<file path="config.mk">
export PLATFORM = sky130hd
export DESIGN_NAME = net_path_sel
export DESIGN_NICKNAME = d
export VERILOG_FILES = /design/src/rtl/nps_pkg.sv /design/src/rtl/nps_hop_dist.sv /design/src/rtl/nps_path_decide.sv /design/src/rtl/nps_cluster_map.sv /design/src/rtl/nps_out_stage.sv /design/src/rtl/net_path_sel.sv
export SDC_FILE = /design/constraint.sdc
export NUM_CORES = 1
export LEC_CHECK = 0
export BUFFER_PORTS_ARGS = -buffer_cell sky130_fd_sc_hd__buf_2
export CORE_ASPECT_RATIO = 1.2
export CORE_MARGIN = 2
export CORE_UTILIZATION = 45
export CTS_BUF_LIST = sky130_fd_sc_hd__clkbuf_16
export CTS_CLUSTER_DIAMETER = 40
export DETAILED_ROUTE_END_ITERATION = 8
export GPL_TIMING_DRIVEN = 0
export MAX_ROUTING_LAYER = met4
export PLACE_DENSITY = 0.69
export RECOVER_POWER = 50
export SLEW_MARGIN = 20
export SYNTH_ARGS = -nofsm -noshare
export SYNTH_HDL_FRONTEND = slang
export SYNTH_HIERARCHICAL = 1
export SYNTH_SLANG_ARGS = --single-unit
</file>
<file path="constraint.sdc">
create_clock -name clk_i -period 2 [get_ports clk_i]
set_input_delay 0.3 -clock clk_i [delete_from_list [all_inputs] [get_ports clk_i]]
set_output_delay 0.3 -clock clk_i [all_outputs]
set_load 0.005 [all_outputs]
</file>
<file path="src/rtl/nps_pkg.sv">
package nps_pkg;
  typedef enum logic [1:0] {
    PATH_LOCAL = 2'd0,
    PATH_MESH  = 2'd1,
    PATH_OPTIC = 2'd2
  } path_e;
endpackage

</file>
<file path="src/rtl/nps_hop_dist.sv">
module nps_hop_dist #(
  parameter int CW = 5,
  parameter int HW = CW + 1
) (
  input  logic [CW-1:0] src_x_i,
  input  logic [CW-1:0] src_y_i,
  input  logic [CW-1:0] dst_x_i,
  input  logic [CW-1:0] dst_y_i,
  output logic [HW-1:0] hops_o
);
  logic [CW-1:0] a_s [2];
  logic [CW-1:0] a_d [2];
  logic [CW-1:0] diff [2];

  assign a_s[0] = src_x_i;
  assign a_s[1] = src_y_i;
  assign a_d[0] = dst_x_i;
  assign a_d[1] = dst_y_i;

  for (genvar g = 0; g < 2; g++) begin : g_axis
    assign diff[g] = (a_d[g] >= a_s[g]) ? (a_d[g] - a_s[g]) : (a_s[g] - a_d[g]);
  end

  assign hops_o = HW'(diff[0]) + HW'(diff[1]);
endmodule

</file>
<file path="src/rtl/nps_path_decide.sv">
module nps_path_decide #(
  parameter int HW     = 6,
  parameter int THRESH = 4
) (
  input  logic [HW-1:0]     hops_i,
  input  logic              bcast_i,
  output nps_pkg::path_e    path_o
);
  import nps_pkg::*;
  localparam logic [HW-1:0] THR = HW'(THRESH);

  always_comb begin
    if (bcast_i)                path_o = PATH_OPTIC;
    else if (hops_i == '0)      path_o = PATH_LOCAL;
    else if (hops_i < THR)      path_o = PATH_MESH;
    else                        path_o = PATH_OPTIC;
  end
endmodule

</file>
<file path="src/rtl/nps_cluster_map.sv">
module nps_cluster_map #(
  parameter int CW    = 5,
  parameter int SHIFT = 2,
  parameter int CLW   = 2 * (CW - SHIFT)
) (
  input  logic [CW-1:0]  dst_x_i,
  input  logic [CW-1:0]  dst_y_i,
  output logic [CLW-1:0] cluster_o
);
  localparam int HALF = CW - SHIFT;
  // row-major cluster index: y slice high, x slice low
  assign cluster_o = {dst_y_i[CW-1 -: HALF], dst_x_i[CW-1 -: HALF]};
endmodule

</file>
<file path="src/rtl/nps_out_stage.sv">
module nps_out_stage #(
  parameter int W = 14
) (
  input  logic         clk_i,
  input  logic         rst_ni,
  input  logic         in_valid_i,
  output logic         in_ready_o,
  input  logic [W-1:0] data_i,
  output logic         out_valid_o,
  input  logic         out_ready_i,
  output logic [W-1:0] data_o
);
  logic         valid_q;
  logic [W-1:0] data_q;

  assign in_ready_o  = !valid_q || out_ready_i;
  assign out_valid_o = valid_q;
  assign data_o      = data_q;

  always_ff @(posedge clk_i or negedge rst_ni) begin
    if (!rst_ni) begin
      valid_q <= 1'b0;
      data_q  <= '0;
    end else if (in_ready_o) begin
      valid_q <= in_valid_i;
      if (in_valid_i) data_q <= data_i;
    end
  end

  p_hold_r9: assert property (@(posedge clk_i) disable iff (!rst_ni)
    (out_valid_o && !out_ready_i) |=> (out_valid_o && $stable(data_o)));

  p_drain_r10: assert property (@(posedge clk_i) disable iff (!rst_ni)
    (out_valid_o && out_ready_i && !in_valid_i) |=> !out_valid_o);
endmodule

</file>
<file path="src/rtl/net_path_sel.sv">
module net_path_sel #(
  parameter int CW     = 5,
  parameter int SHIFT  = 2,
  parameter int THRESH = 4,
  localparam int HW    = CW + 1,
  localparam int CLW   = 2 * (CW - SHIFT)
) (
  input  logic           clk_i,
  input  logic           rst_ni,
  input  logic           in_valid_i,
  output logic           in_ready_o,
  input  logic [CW-1:0]  src_x_i,
  input  logic [CW-1:0]  src_y_i,
  input  logic [CW-1:0]  dst_x_i,
  input  logic [CW-1:0]  dst_y_i,
  input  logic           bcast_i,
  output logic           out_valid_o,
  input  logic           out_ready_i,
  output logic [1:0]     out_path_o,
  output logic [HW-1:0]  out_hops_o,
  output logic [CLW-1:0] out_cluster_o
);
  import nps_pkg::*;
  localparam int PW = 2 + HW + CLW;

  logic [HW-1:0]  hops;
  path_e          path;
  logic [CLW-1:0] cluster;
  logic [PW-1:0]  pay_d, pay_q;

  nps_hop_dist #(.CW(CW), .HW(HW)) u_dist (
    .src_x_i(src_x_i), .src_y_i(src_y_i),
    .dst_x_i(dst_x_i), .dst_y_i(dst_y_i),
    .hops_o(hops)
  );

  nps_path_decide #(.HW(HW), .THRESH(THRESH)) u_decide (
    .hops_i(hops), .bcast_i(bcast_i), .path_o(path)
  );

  nps_cluster_map #(.CW(CW), .SHIFT(SHIFT), .CLW(CLW)) u_cmap (
    .dst_x_i(dst_x_i), .dst_y_i(dst_y_i), .cluster_o(cluster)
  );

  assign pay_d = {path, hops, cluster};

  nps_out_stage #(.W(PW)) u_stage (
    .clk_i(clk_i), .rst_ni(rst_ni),
    .in_valid_i(in_valid_i), .in_ready_o(in_ready_o), .data_i(pay_d),
    .out_valid_o(out_valid_o), .out_ready_i(out_ready_i), .data_o(pay_q)
  );

  assign {out_path_o, out_hops_o, out_cluster_o} = pay_q;

  p_accept_r8: assert property (@(posedge clk_i) disable iff (!rst_ni)
    (in_valid_i && in_ready_o) |=> out_valid_o);

  p_mesh_near_r3: assert property (@(posedge clk_i) disable iff (!rst_ni)
    (out_valid_o && out_path_o == PATH_MESH) |->
      (out_hops_o != '0 && out_hops_o < HW'(THRESH)));

  p_local_zero_r6: assert property (@(posedge clk_i) disable iff (!rst_ni)
    (out_valid_o && out_path_o == PATH_LOCAL) |-> (out_hops_o == '0));

  p_path_legal_r4: assert property (@(posedge clk_i) disable iff (!rst_ni)
    out_valid_o |-> (out_path_o != 2'd3));
endmodule

</file>
==> summary.md <==
| Metric | Value |
|---|---|
| Status | `finished with violations` |
| Failing checks | `setup timing` |
| Proportion of synthesized area in mux cells | `16.4%` |
| CTS Root Cell | `clkbuf_16` |
| Syn avg cell area | `10.5 um2` |
| Ratio of final minimum period to clock period | `138%` |
| First-pass GRT wire length | `6350 um` |
| Critical path class | `in -> reg` |
| Final instance area | `2640 um2` |
| RSZ-0062 raised after global routing | `yes` |
| I/O pin count | `41` |
| Slowest stage delay, CP | `330 ps` |
| Site Rows | `24` |
| Fin util | `73.2%` |
| Psw | `0.709 mW` |
| Slew HR | `49.3%` |
| Core ar. | `3600 um2` |
| Skew-Pair Late Insertion Delay | `240 ps` |
| WHS | `301 ps` |
| Cells after synthesis | `160` |
| Fmax | `0.363 GHz` |
| Net count reported at finish | `283` |
| DP HPWL | `2720 um` |
| Sequential share of power | `21.0%` |
| Antenna Cells | `0` |
| Placed Instances | `239` |
| Initial antenna violation count | `0` |
| Combinational share of power | `60.5%` |
| Yosys warnings | `6` |
| IR drop worst, VDD | `0.362 mV` |
| Die width | `59.7 um` |
| CTS tree | `yes` |
| WL final | `4100 um` |
| Least-Margin Pin Slew | `760 ps` |
| Vias in the first global route | `1,518` |
| Worst-path fanout max | `5` |
| Post-synthesis xor/xnor area fraction | `5.74%` |
| DRT Pass-1 Iters | `4` |
| Antenna Violating Nets Remaining | `0` |
| Final hold viol count | `0` |
| Yosys cell types | `36` |
| Mapped Area | `1680 um2` |
| Slowest CP cell | `ha_1` |
| Via-per-instance ratio | `5.32` |
| # setup viols final | `7` |
| Register area share after synthesis | `22.4%` |
| Die height | `70.9 um` |
| Wirelength per Cell | `15.3 um` |
| Element type at the critical path start | `primary input` |
| Vias after detailed routing | `1,426` |
| Post-Synth Simple-Gate Area | `7.08%` |
| Min cycle time layout | `2750 ps` |
| Clock transition at path regs | `50 ps` |
| CP Data Required Time | `2130 ps` |
| CP Capture Type | `flip-flop` |
| Compound-Gate Fraction of Synth Area | `14.7%` |
| Non-filler instance count after layout | `268` |
| Crit path cell chain | `buf_2, inv_1, ha_4, nor2_2, a21oi_2, a31oi_4, buf_4, mux2i_1, ha_1, a21o_1, a21oi_4, xnor2_4, nor3_2, nand2_1, mux2_4` |
| Post-Synth Adder-Cell Area | `23.1%` |
| Starting DRT DRC Count | `49` |
| Share of cells above drive strength 1 | `64.6%` |
| Num CTS Buffers | `3` |
| Worst EP arrival | `2880 ps` |
| H-tree levels | `1` |
| P_int | `1.39 mW` |
| Largest family of logic cells by synthesized area | `adder cells` |
| Power Density | `795 nW/um2` |
| Max-Cap Viols | `0` |
| CTS Sinks | `15` |
| Synth Net Count | `213` |
| Post-layout worst setup margin | `-752 ps` |
| Total power | `2.10 mW` |
| GR Overflow Total | `0` |
| Residual DRC | `0` |
| Pins Over Slew Limit | `0` |
| IO buf count | `40` |
| Switching Fraction | `33.8%` |
| Setup TNS | `-3070 ps` |
| Hold Path Class | `in -> reg` |
| Die footprint | `4230 um2` |
| Routability-driven placement congestion ratio | `0.839` |
| Place WS | `-1070 ps` |
| Starting density of the core | `46.6%` |
| Longest Clk Path Bufs | `2` |
| GRT Util Overall | `19.7%` |
| Setup Skew | `0.609 ps` |
| FILL cells | `250` |
| Yosys reg bits | `15` |
| Clk network pwr share | `18.4%` |
| P&R area growth vs syn | `57.3%` |
| Placed inst area | `2050 um2` |
| LEAKAGE | `1.30 nW` |
| Largest net degree at the start of global routing | `16` |
[worst paths after layout]
| kind | slack, ps | startpoint | end | depth (start not counted) |
|---|---|---|---|---|
| min in group asynchronous | 640 | rst_ni | u_stage/data_o[7]$_DFFE_PN0P_ | 2 |
| hold / removal | 300 | in_valid_i | u_stage/out_valid_o$_DFFE_PN0P_ | 2 |
| max in group asynchronous | 890 | rst_ni | u_stage/data_o[2]$_DFFE_PN0P_ | 2 |
| setup reg to reg | 830 | u_stage/out_valid_o$_DFFE_PN0P_ | u_stage/data_o[4]$_DFFE_PN0P_ | 4 |
| hold reg to reg | 500 | u_stage/data_o[5]$_DFFE_PN0P_ | u_stage/data_o[5]$_DFFE_PN0P_ | 1 |
| setup / recovery | -750 | src_x_i[4] | u_stage/data_o[13]$_DFFE_PN0P_ | 15 |
[placed cells by master, fill, tap and decap left out, types with 5 or more instances in the layout]
cell type	n
fa_2	5
buf_8	6
inv_4	6
a21oi_4	5
dfrtp_1	15
a21o_1	7
inv_1	11
inv_2	6
ha_4	11
ha_1	10
buf_6	11
buf_4	29
mux2_4	16
buf_2	24
[metal layers]
| layer | share of wire, % | wire length, um | GRT usage, % | vias to the layer above |
|---|---|---|---|---|
| li1 | - | - | - | 672 |
| met4 | 3.0 | 125 | 9.14 | 0 |
| met5 | 0 | 0 | - | - |
| met1 | 38 | 1550 | 19.7 | 699 |
| met2 | 56 | 2310 | 37.0 | 42 |
| met3 | 2.8 | 114 | 1.28 | 13 |
[state kept, by name (all words and copies together) (netlist names)]
signal,count
u_stage/out_valid_o,1
u_stage/data_o,14
[cells in the mapped netlist]
cell type / n / area share, %
o21ba_1: 2 / 1.2
or2_2: 1 / 0.37
nand2b_4: 1 / 0.82
nand3b_1: 2 / 0.89
nand4_1: 2 / 0.75
a21oi_2: 4 / 2.1
o21a_1: 2 / 0.89
fa_1: 5 / 6.0
nor2b_1: 1 / 0.37
buf_12: 1 / 1.2
inv_1: 24 / 5.4
mux2_4: 12 / 11
o211a_1: 1 / 0.60
o2bb2ai_1: 1 / 0.52
o22ai_1: 1 / 0.37
or2b_1: 1 / 0.45
o21ai_0: 2 / 0.60
mux2_2: 4 / 2.7
nor2_1: 4 / 0.89
o21ai_2: 1 / 0.52
a21oi_1: 8 / 2.4
xnor2_1: 6 / 3.1
xor2_1: 5 / 2.6
and2_1: 1 / 0.37
mux2i_1: 5 / 3.0
buf_6: 2 / 1.3
a31oi_1: 1 / 0.37
a21o_1: 7 / 3.1
buf_4: 6 / 2.7
nand2_1: 4 / 0.89
nand2_4: 1 / 0.67
o32ai_1: 1 / 0.52
a31oi_2: 2 / 1.5
dfrtp_1: 15 / 22
nor3_2: 1 / 0.60
ha_1: 23 / 17
[cells by family (layout without fill, tap and decap cells)]
logic type	after synthesis	count (layout)
compound gates	33	33
xor+xnor	11	11
fa+ha+maj	28	28
buf+inv	33	102
flops	15	15
mux	21	21
simple gates	19	19
[power groups by stage]
stage,Sequential (mW),Combinational [mW],Clock (mW)
floorplan,0.448,0.639,0
global placement,0.438,0.852,0
detailed placement,0.445,0.873,0
CTS,0.443,1.09,0.392
global route,0.455,1.38,0.402
finish,0.442,1.27,0.387
[final cells by class]
| cell class | instances | area, um2 | area share [%] |
|---|---|---|---|
| clock inverter | 1 | 5.00 | 0.190 |
| multi-input combinational | 112 | 1440 | 54.4 |
| buffer | 7 | 65.1 | 2.47 |
| tap | 39 | 48.8 | 1.85 |
| sequential | 15 | 375 | 14.2 |
| inverter | 24 | 110 | 4.17 |
| timing repair buffer | 67 | 524 | 19.9 |
| clock buffer | 3 | 75.1 | 2.84 |
[critical path: cells and delay by family]
family | cells | cell delay (ps)
compound gates | 4 | 660
mux | 2 | 520
fa+ha+maj | 2 | 570
buf+inv | 3 | 330
xor+xnor | 1 | 100
simple gates | 3 | 400
[what timing repair did]
action / in CTS / in global routing
gates resized for setup: 33 / 50
buffers inserted: 21 / 6
endpoints found under the setup margin: 7 / 7
hold buffers: 1 / 0
endpoints found under the hold margin: 15 / 0
cloned: 0 / 0
pin swaps: 29 / 37
Note: power is estimated with default switching activity, not from simulation.
